### config.mk
export PLATFORM = sky130hd
export DESIGN_NAME = cfg_port_unlock
export DESIGN_NICKNAME = d
export VERILOG_FILES = /design/src/rtl/cfgp_pkg.sv /design/src/rtl/cfgp_key_match.sv /design/src/rtl/cfgp_regfile.sv /design/src/rtl/cfg_port_unlock.sv
export SDC_FILE = /design/constraint.sdc
export NUM_CORES = 1
export LEC_CHECK = 0
export BUFFER_PORTS_ARGS = -buffer_cell sky130_fd_sc_hd__buf_4
export CORE_ASPECT_RATIO = 0.7
export CORE_MARGIN = 8
export CORE_UTILIZATION = 56
export DETAILED_ROUTE_END_ITERATION = 7
export GPL_ROUTABILITY_DRIVEN = 0
export GPL_TIMING_DRIVEN = 0
export PLACE_DENSITY = 0.78
export SYNTH_ARGS = -nofsm -noshare
export SYNTH_HDL_FRONTEND = slang
export SYNTH_SLANG_ARGS = --single-unit
### constraint.sdc
create_clock -name clk -period 2.3 [get_ports clk]
set_input_delay 0.115 -clock clk [delete_from_list [all_inputs] [get_ports clk]]
set_output_delay 0.115 -clock clk [all_outputs]
set_load 0.03 [all_outputs]
### src/rtl/cfgp_pkg.sv
package cfgp_pkg;

    // key bytes on the index port
    localparam logic [7:0] KEY_FIRST  = 8'h87;
    localparam logic [7:0] KEY_SECOND = 8'h01;
    localparam logic [7:0] KEY_THIRD  = 8'h55;
    localparam logic [7:0] KEY_LAST_A = 8'h55;   // strap 0, base 0x2E
    localparam logic [7:0] KEY_LAST_B = 8'hAA;   // strap 1, base 0x4E

    // register indices
    localparam logic [7:0] IDX_EXIT   = 8'h02;
    localparam logic [7:0] IDX_LDSEL  = 8'h07;
    localparam logic [7:0] IDX_ID_HI  = 8'h20;
    localparam logic [7:0] IDX_ID_LO  = 8'h21;
    localparam logic [7:0] IDX_FLCTL  = 8'h24;
    localparam logic [7:0] IDX_FB_HI  = 8'h64;
    localparam logic [7:0] IDX_FB_LO  = 8'h65;

    localparam logic [7:0] EXIT_VALUE = 8'h02;
    localparam logic [7:0] LOCKED_RD  = 8'hFF;

    typedef enum logic [1:0] {
        KS_WAIT0 = 2'd0,
        KS_WAIT1 = 2'd1,
        KS_WAIT2 = 2'd2,
        KS_WAIT3 = 2'd3
    } key_step_e;

    // control byte fields, bit positions are significant
    typedef struct packed {
        logic       pin_sel;   // bit 5
        logic       host_wr;   // bit 4
        logic [2:0] seg_en;    // bits 3:1
        logic       suspend;   // bit 0
    } flash_ctl_t;

    localparam flash_ctl_t FLCTL_RESET = '{pin_sel: 1'b0, host_wr: 1'b0,
                                           seg_en: 3'b001, suspend: 1'b0};

    function automatic logic [7:0] expected_key(key_step_e step, logic alt);
        logic [7:0] b;
        case (step)
            KS_WAIT0: b = KEY_FIRST;
            KS_WAIT1: b = KEY_SECOND;
            KS_WAIT2: b = KEY_THIRD;
            default:  b = alt ? KEY_LAST_B : KEY_LAST_A;
        endcase
        return b;
    endfunction

    // apply the segment-gated host-write rule
    function automatic flash_ctl_t ctl_from_byte(logic [7:0] b);
        flash_ctl_t c;
        c = flash_ctl_t'(b[5:0]);
        if (b[3:1] == 3'b000)
            c.host_wr = 1'b0;
        return c;
    endfunction

    function automatic logic [7:0] ctl_to_byte(flash_ctl_t c);
        return {2'b00, c};
    endfunction

endpackage

### src/rtl/cfgp_key_match.sv
module cfgp_key_match
    import cfgp_pkg::*;
(
    input  logic       clk,
    input  logic       rst,
    input  logic       strap_alt,
    input  logic       key_wr,
    input  logic [7:0] key_byte,
    input  logic       relock,
    output logic       open
);

    key_step_e step_q;
    key_step_e step_d;
    logic      open_d;

    always_comb begin
        step_d = step_q;
        open_d = open;
        if (relock) begin
            step_d = KS_WAIT0;
            open_d = 1'b0;
        end else if (key_wr && !open) begin
            if (key_byte == expected_key(step_q, strap_alt)) begin
                if (step_q == KS_WAIT3) begin
                    step_d = KS_WAIT0;
                    open_d = 1'b1;
                end else begin
                    step_d = key_step_e'(step_q + 2'd1);
                end
            end else if (key_byte == KEY_FIRST) begin
                step_d = KS_WAIT1;
            end else begin
                step_d = KS_WAIT0;
            end
        end
    end

    always_ff @(posedge clk) begin
        if (rst) begin
            step_q <= KS_WAIT0;
            open   <= 1'b0;
        end else begin
            step_q <= step_d;
            open   <= open_d;
        end
    end

endmodule

### src/rtl/cfgp_regfile.sv
module cfgp_regfile
    import cfgp_pkg::*;
#(
    parameter logic [15:0] CHIP_ID   = 16'h8716,
    parameter logic [7:0]  FLASH_LDN = 8'd7,
    parameter logic [15:0] BASE_RST  = 16'h0820
) (
    input  logic        clk,
    input  logic        rst,
    input  logic        idx_wr,
    input  logic        dat_wr,
    input  logic [7:0]  wr_data,
    output logic [7:0]  index_q,
    output logic [7:0]  rd_value,
    output logic        relock_req,
    output logic [15:0] base_q,
    output flash_ctl_t  ctl_q
);

    localparam logic [7:0] ID_HI = CHIP_ID[15:8];
    localparam logic [7:0] ID_LO = CHIP_ID[7:0];

    logic [7:0] ldsel_q;
    logic       in_flash_ld;

    assign in_flash_ld = (ldsel_q == FLASH_LDN);
    assign relock_req  = dat_wr && (index_q == IDX_EXIT) && (wr_data == EXIT_VALUE);

    always_ff @(posedge clk) begin
        if (rst) begin
            index_q <= 8'h00;
            ldsel_q <= 8'h00;
            base_q  <= BASE_RST;
            ctl_q   <= FLCTL_RESET;
        end else begin
            if (idx_wr)
                index_q <= wr_data;
            if (dat_wr) begin
                case (index_q)
                    IDX_LDSEL: ldsel_q <= wr_data;
                    IDX_FLCTL: ctl_q   <= ctl_from_byte(wr_data);
                    IDX_FB_HI: if (in_flash_ld) base_q[15:8] <= wr_data;
                    IDX_FB_LO: if (in_flash_ld) base_q[7:0]  <= wr_data;
                    default: ;
                endcase
            end
        end
    end

    always_comb begin
        case (index_q)
            IDX_LDSEL: rd_value = ldsel_q;
            IDX_ID_HI: rd_value = ID_HI;
            IDX_ID_LO: rd_value = ID_LO;
            IDX_FLCTL: rd_value = ctl_to_byte(ctl_q);
            IDX_FB_HI: rd_value = in_flash_ld ? base_q[15:8] : 8'h00;
            IDX_FB_LO: rd_value = in_flash_ld ? base_q[7:0]  : 8'h00;
            default:   rd_value = 8'h00;
        endcase
    end

endmodule

### src/rtl/cfg_port_unlock.sv
module cfg_port_unlock
    import cfgp_pkg::*;
#(
    parameter logic [15:0] CHIP_ID   = 16'h8716,
    parameter logic [7:0]  FLASH_LDN = 8'd7,
    parameter logic [15:0] BASE_RST  = 16'h0820
) (
    input  logic        clk,
    input  logic        rst,
    input  logic        strap_alt,
    input  logic        wr_stb,
    input  logic        rd_stb,
    input  logic        port_sel,
    input  logic [7:0]  wr_data,
    output logic [7:0]  rd_data,
    output logic        unlocked,
    output logic [15:0] flash_base,
    output logic        flash_suspend,
    output logic [2:0]  flash_seg_en,
    output logic        flash_host_wr,
    output logic        flash_pin_sel
);

    logic       idx_wr_any;
    logic       key_wr;
    logic       cfg_idx_wr;
    logic       cfg_dat_wr;
    logic       relock_req;
    logic [7:0] cfg_index;
    logic [7:0] reg_value;
    logic [7:0] rd_mux;
    flash_ctl_t ctl;

    assign idx_wr_any = wr_stb && !port_sel;
    assign key_wr     = idx_wr_any && !unlocked;
    assign cfg_idx_wr = idx_wr_any && unlocked;
    assign cfg_dat_wr = wr_stb && port_sel && unlocked;

    cfgp_key_match u_key (
        .clk       (clk),
        .rst       (rst),
        .strap_alt (strap_alt),
        .key_wr    (key_wr),
        .key_byte  (wr_data),
        .relock    (relock_req),
        .open      (unlocked)
    );

    cfgp_regfile #(
        .CHIP_ID   (CHIP_ID),
        .FLASH_LDN (FLASH_LDN),
        .BASE_RST  (BASE_RST)
    ) u_regs (
        .clk        (clk),
        .rst        (rst),
        .idx_wr     (cfg_idx_wr),
        .dat_wr     (cfg_dat_wr),
        .wr_data    (wr_data),
        .index_q    (cfg_index),
        .rd_value   (reg_value),
        .relock_req (relock_req),
        .base_q     (flash_base),
        .ctl_q      (ctl)
    );

    always_comb begin
        if (!unlocked)
            rd_mux = LOCKED_RD;
        else if (port_sel)
            rd_mux = reg_value;
        else
            rd_mux = cfg_index;
    end

    always_ff @(posedge clk) begin
        if (rst)
            rd_data <= 8'h00;
        else if (rd_stb)
            rd_data <= rd_mux;
    end

    assign flash_suspend = ctl.suspend;
    assign flash_seg_en  = ctl.seg_en;
    assign flash_host_wr = ctl.host_wr;
    assign flash_pin_sel = ctl.pin_sel;

endmodule

## Word-level counts from Yosys, hierarchy flattened

Index checks and enable logic that the tools add are counted.

| storage, ports and cells | value |
|---|---|
| bits in registers | 49 |
| input port bits | 14 |
| output and inout bits | 31 |
| word-level logic and storage cells | 57 |

| operators by class | value |
|---|---|
| add/sub/neg operators | 1 |
| equality and inequality tests | 14 |
| mux-type cells | 13 |
| reductions and logical operators | 18 |

Operators by type and width:

| cell | count |
|---|---|
| 8-bit 2-to-1 mux | 7 |
| 8-bit one-hot mux with 6 select lines | 1 |
| 8-bit by 6-bit == test with 1-bit output (second input constant) | 3 |
| 8-bit one-hot mux with 3 select lines | 1 |
| 8-bit by 2-bit == test with 1-bit output (second input constant) | 2 |
| 8-bit by 3-bit == test with 1-bit output (second input constant) | 2 |
| 8-bit by 7-bit == test with 1-bit output (second input constant) | 2 |
| 3-bit AND reduction | 3 |
| 8-bit == test | 1 |
| 8-bit == test (second input constant) | 1 |
| 1-bit logical AND | 8 |
| 2-bit == test (second input constant) | 2 |
| 2-bit 2-to-1 mux | 2 |
| 2-bit AND reduction | 2 |
| 3-bit zero test | 1 |
| 2-bit by 1-bit adder with 2-bit output (second input constant) | 1 |
| 2-bit by 1-bit == test with 1-bit output (second input constant) | 1 |
| 1-bit zero test | 2 |
| 2-bit zero test | 1 |
| 1-bit 2-to-1 mux | 2 |
| 2-bit OR reduction | 1 |

## Depth between registers and ports, before layout

| depth | value |
|---|---|
| word-level depth | 8 |
| gate-level depth with buffers | 7 |
| depth with buffers taken out | 7 |

## Hierarchy

Synthesis repeated with hierarchy kept, for this count alone.

| unflattened totals | value |
|---|---|
| cells, all modules | 286 |
| area, all modules | 2653.8 µm² |

Modules (own cells, without submodules):

| module | instances | cells an instance | area an instance (µm²) | sequential area each (µm²) |
|---|---|---|---|---|
| cfgp_regfile | 1 | 205 | 1873.0 | 760.7 |
| cfg_port_unlock | 1 | 40 | 439.2 | 160.2 |
| cfgp_key_match | 1 | 41 | 341.6 | 60.1 |

## Worst setup path before layout

No wires, ideal clock.

| timing | value |
|---|---|
| path type | flip-flop to flip-flop |
| from | reg u_key.step_q[1] |
| to | reg u_key.open |
| setup time | 59 ps |
| data arrival time | 1882 ps |
| data required time | 2241 ps |
| path slack | 359 ps |
| stages on the path, launching flop included | 7 |
| buffers on the path | 0 |
| period minus slack after synthesis | 1941 ps |
| cell sequence | dfxtp_1 > ha_1 > nand2_1 > or4b_1 > a221oi_1 > a41o_1 > and2_1 |

| between the ends | value |
|---|---|
| longest elaborated chain between the ends | 6 |
| elaborated cells on any way between the ends | 9 |
| those cells by class | eq/ne (4); mux (3); reduce/logical (2) |

RTL lines:

| element | RTL line | RTL |
|---|---|---|
| from (decl) | cfgp_key_match.sv:13 | `key_step_e step_q;` |
| from (signal assigned) | cfgp_key_match.sv:44 | `step_q <= step_d;` |
| 2-bit == test, or another cell as far along | cfgp_pkg.sv:42 | `case (step)` |
| 8-bit one-hot mux with 3 select lines | cfgp_pkg.sv:42 |  |
| 8-bit 2-to-1 mux | cfgp_key_match.sv:23 | `end else if (key_wr && !open) begin` |
| 8-bit 2-to-1 mux | cfgp_key_match.sv:20 | `if (relock) begin` |
| 8-bit == test | cfgp_key_match.sv:24 | `if (key_byte == expected_key(step_q, strap_alt)) begin` |
| 3-bit AND reduction (no line) (*) | - |  |
| to (signal assigned) | cfgp_key_match.sv:45 | `open <= open_d;` |
| to (decl) | cfgp_key_match.sv:10 | `output logic open` |

Every way passes the cells marked *; elsewhere a longest branch is shown, timed or not. The select of a mux whose other input is x is not followed.
A chain may end at the register's enable or synchronous reset.

## Worst setup path in the final report

| timing | value |
|---|---|
| from | reg u_regs.index_q[6] |
| to | reg u_regs.base_q[12] |

| between the ends | value |
|---|---|
| longest elaborated chain between the ends | 2 |

RTL lines:

| element | RTL line | RTL |
|---|---|---|
| from (decl) | cfgp_regfile.sv:13 | `output logic [7:0] index_q,` |
| from (signal assigned) | cfgp_regfile.sv:37 | `index_q <= wr_data;` |
| 8-bit by 7-bit == test with 1-bit output | cfgp_regfile.sv:39 | `case (index_q)` |
| 3-bit AND reduction (no line) | - |  |
| to (signal assigned) | cfgp_regfile.sv:42 | `IDX_FB_HI: if (in_flash_ld) base_q[15:8] <= wr_data;` |
| to (decl) | cfgp_regfile.sv:16 | `output logic [15:0] base_q,` |

Every way passes these cells.

==> impl_metrics.tcl <==
set metrics [dict create \
    layout-drive-gt1-share_pct 20.96 \
    first_global_vias 2339 \
    placement_rows 20 \
    report.final.setup_viol 0 \
    post_synth_and_or_nand_nor_area_fraction_pct 24.00 \
    timing_hold_violations_final 0 \
    detail_route.wirelength_um 7551 \
    netlist_top_cells_area "dfxtp_1 (38%), mux2i_1 (12%), nor2_1 (7.1%)" \
    fin_nets 351 \
    insertedDiodeCount 0 \
    edff_count_synth 0 \
    max-clock-path-buffers 2 \
    yosys_register_bits 49 \
    cts_htree_levels 2 \
    critical-path-top-delay-family "simple AND/OR/NAND/NOR gates" \
    drc 0 \
    clock_skew_ns 0.007437 \
    count_of_routing_violations_after_the_opening_detailed_route_iteration 225 \
    synth_mux_area_share_pct 15.43 \
    die_width_um 97.23 \
    postPlaceCellArea_mm2 0.002918 \
    buffers_added_on_ports 35 \
    fin_crit_ns 2.155 \
    hpwlAfterDp_um 5466 \
    number_of_buffers_added_by_the_clock_tree_synthesis_step 5 \
    cts_hold_buf 0 \
    leakage_nw 1.234 \
    rsz0062_at_grt "false" \
    outcome "finished, final reports clean" \
    headroom_to_the_max_slew_limit_pct 48.98 \
    clock_tree_from_tritoncts "yes" \
    largest_net_degree_at_the_start_of_global_routing 15 \
    critical_path_buf_inv_count 2 \
    initial_utilization_pct 59.06 \
    worst_vdd_rail_ir_drop_mv 0.3334 \
    floorplan.io_pins 45 \
    timing.critical_path.fanout_max 10 \
    die_area_mm2 0.007084 \
    via_count 2402 \
    cp_cell_sequence "nor4bb_1 -> and4_2 -> buf_6 -> and2_1 -> buf_2 -> mux2i_1 -> nor2_1" \
    hold_path_class "in2reg" \
    yosysTopAreaCell "dfxtp_1" \
    drt-wirelength-per-cell_um 19.41 \
    die_height_um 72.86 \
    grt_first_pass_wirelength_um 12120 \
    final_cell_count_no_fill 389 \
    area_added_between_synthesis_and_finish_pct 17.37 \
    setup_tns_ns 0 \
    totalPowerFinal_mw 1.496 \
    cts.reportedPaths.clkPinSlew_ns 0.09 \
    syn-mean-instance-area_um2 8.949 \
    slowest_stage_cell_cp "dfxtp_1" \
    crit_type "reg2reg" \
    post-route-cell-area_mm2 0.003035 \
    synthAdderAreaFrac_pct 1.935 \
    critical_path_arrival_ns 2.33 \
    crit_path_max_incr_delay_ns 0.46 \
    synth.distinct_cells 56 \
    crit_end_category "register" \
    post_synthesis_async_set_or_reset_flop_share_pct 0 \
    timing.fmax_mhz 464.1 \
    synthesis.nets 307 \
    layout_common_cells "nor2_1 (49), dfxtp_1 (49), buf_4 (38), mux2i_1 (32), nand2_1 (17)" \
    drt_pre_antenna_iters 5 \
    synth_sequential_area_ratio_pct 37.93 \
    floorplan.core_area_mm2 0.004379 \
    detail-route-antenna-nets 0 \
    critPathLaunchType "register" \
    post-synth-top-area-fraction_pct 37.93 \
    period_share_pct 93.69 \
    worstPathRequired_ns 2.47 \
    grt_overflow_total 0 \
    synth-warning-count 0 \
    final_max_slew_viol_count 0 \
    numClockSinks 49 \
    clock_insertion_delay_worst_skew_ns 0.30 \
    power.density_cell_area_mw_per_mm2 492.8 \
    place.detailed.instances 379 \
    synth_top_family_by_area "simple AND/OR/NAND/NOR gates" \
    global_route.usage.total_pct 21.24 \
    netlist_area_mm2 0.002586 \
    synthCells 289 \
    final.hold.worst_slack_ns 0.04579 \
    antenna_violations_before_repair 0 \
    clock-root-buffer "clkbuf_8" \
    synth-main-ff-cell "dfxtp_1" \
    synth-compound-area-share_pct 14.18 \
    max_cap_violations 0 \
    yosys.area_share.xor_xnor_pct 0.3387 \
    worst-slew-pin-transition_ns 0.7596 \
    detail_route.vias_per_cell 6.175 \
]
metal layers:
| metal | global-route usage, % | wire (um) | vias up | share of wire (%) |
|---|---|---|---|---|
| li1 | - | - | 1125 | - |
| met1 | 28.47 | 3628 | 1175 | 48 |
| met2 | 32.93 | 3302 | 91 | 44 |
| met3 | 5.014 | 551 | 11 | 7.3 |
| met4 | 6.689 | 70 | 0 | 0.93 |
| met5 | 0 | 0 | - | 0 |
cells by family (layout without fill, tap and decap cells):
logic type	count (synthesis)	after routing
flops	49	49
mux	39	39
fa+ha+maj	4	4
buf+inv	30	75
xor+xnor	1	1
simple gates	117	117
compound gates	49	49
synthesized netlist by cell type (3+ instances only):
master and number:
inv_1 7, a21oi_1 12, a31oi_1 4, nand2_1 17, clkbuf_1 13, dfxtp_1 49, ha_1 4, a221o_1 3
nand2b_1 4, and3_1 5, nor2b_1 3, mux2i_1 32, buf_6 3, o21ai_0 3, mux2_2 7, a2111oi_0 3
nand3_1 9, nor3_1 9, nor2_1 49
where the power goes:
part,total (mW),switching (mW),internal (mW)
clock,0.499,0.287,0.212
sequential,0.864,0.00589,0.859
combinational,0.133,0.0885,0.0442
worst reg2reg max path, stage by stage, from the launching register on:
cell and delay, ns:
dfxtp_1 0.46, nor4bb_1 0.38, and4_2 0.30, buf_6 0.15, and2_1 0.13, buf_2 0.27, mux2i_1 0.26, nor2_1 0.07
layout make-up:
type,instances,area (um^2)
Sequential cell,49,980.9
Timing Repair Buffer,37,277.8
Buffer,23,133.9
Multi-Input combinational cell,210,1465
Clock inverter,2,10.01
Clock buffer,6,72.57
Tap cell,55,68.82
Inverter,7,26.28
Fill cell,378,1344
path summary, 6_finish.rpt:
path	from	end	slack, ns	depth (start not counted)
worst max register to register	u_regs.index_q[6]$_SDFFE_PP0P_	u_regs.base_q[12]$_SDFFE_PP0P_	0.15	7
worst min-delay path	rst	rd_data[5]$_SDFFE_PP0P_	0.05	2
worst max-delay path	u_regs.index_q[6]$_SDFFE_PP0P_	u_regs.base_q[12]$_SDFFE_PP0P_	0.15	7
worst min register to register	u_regs.ctl_q[4]$_SDFFE_PP0P_	u_regs.ctl_q[4]$_SDFFE_PP0P_	0.49	2
what timing repair did:
item	4_1_cts	5_1_grt
resized for setup	0	3
buffers inserted	0	2
setup endpoints to repair	0	5
state kept, by name (all words and copies together), names as in the netlist:
name	flops
u_key.step_q	2
u_regs.base_q	16
rd_data	8
u_regs.ldsel_q	8
u_regs.index_q	8
u_key.open	1
u_regs.ctl_q	6
stage by stage:
| step | util, % | worst slack (ns) |
|---|---|---|
| after floorplan | - | 0.3587 |
| after global placement | 66.63 | 0.1004 |
| after detailed placement | 66.63 | 0.05494 |
| after CTS | 68.51 | 0.03639 |
| after global routing | 69.31 | 0.007248 |
| final | 69.31 | 0.1452 |
Power figures use the tool's default switching activity.
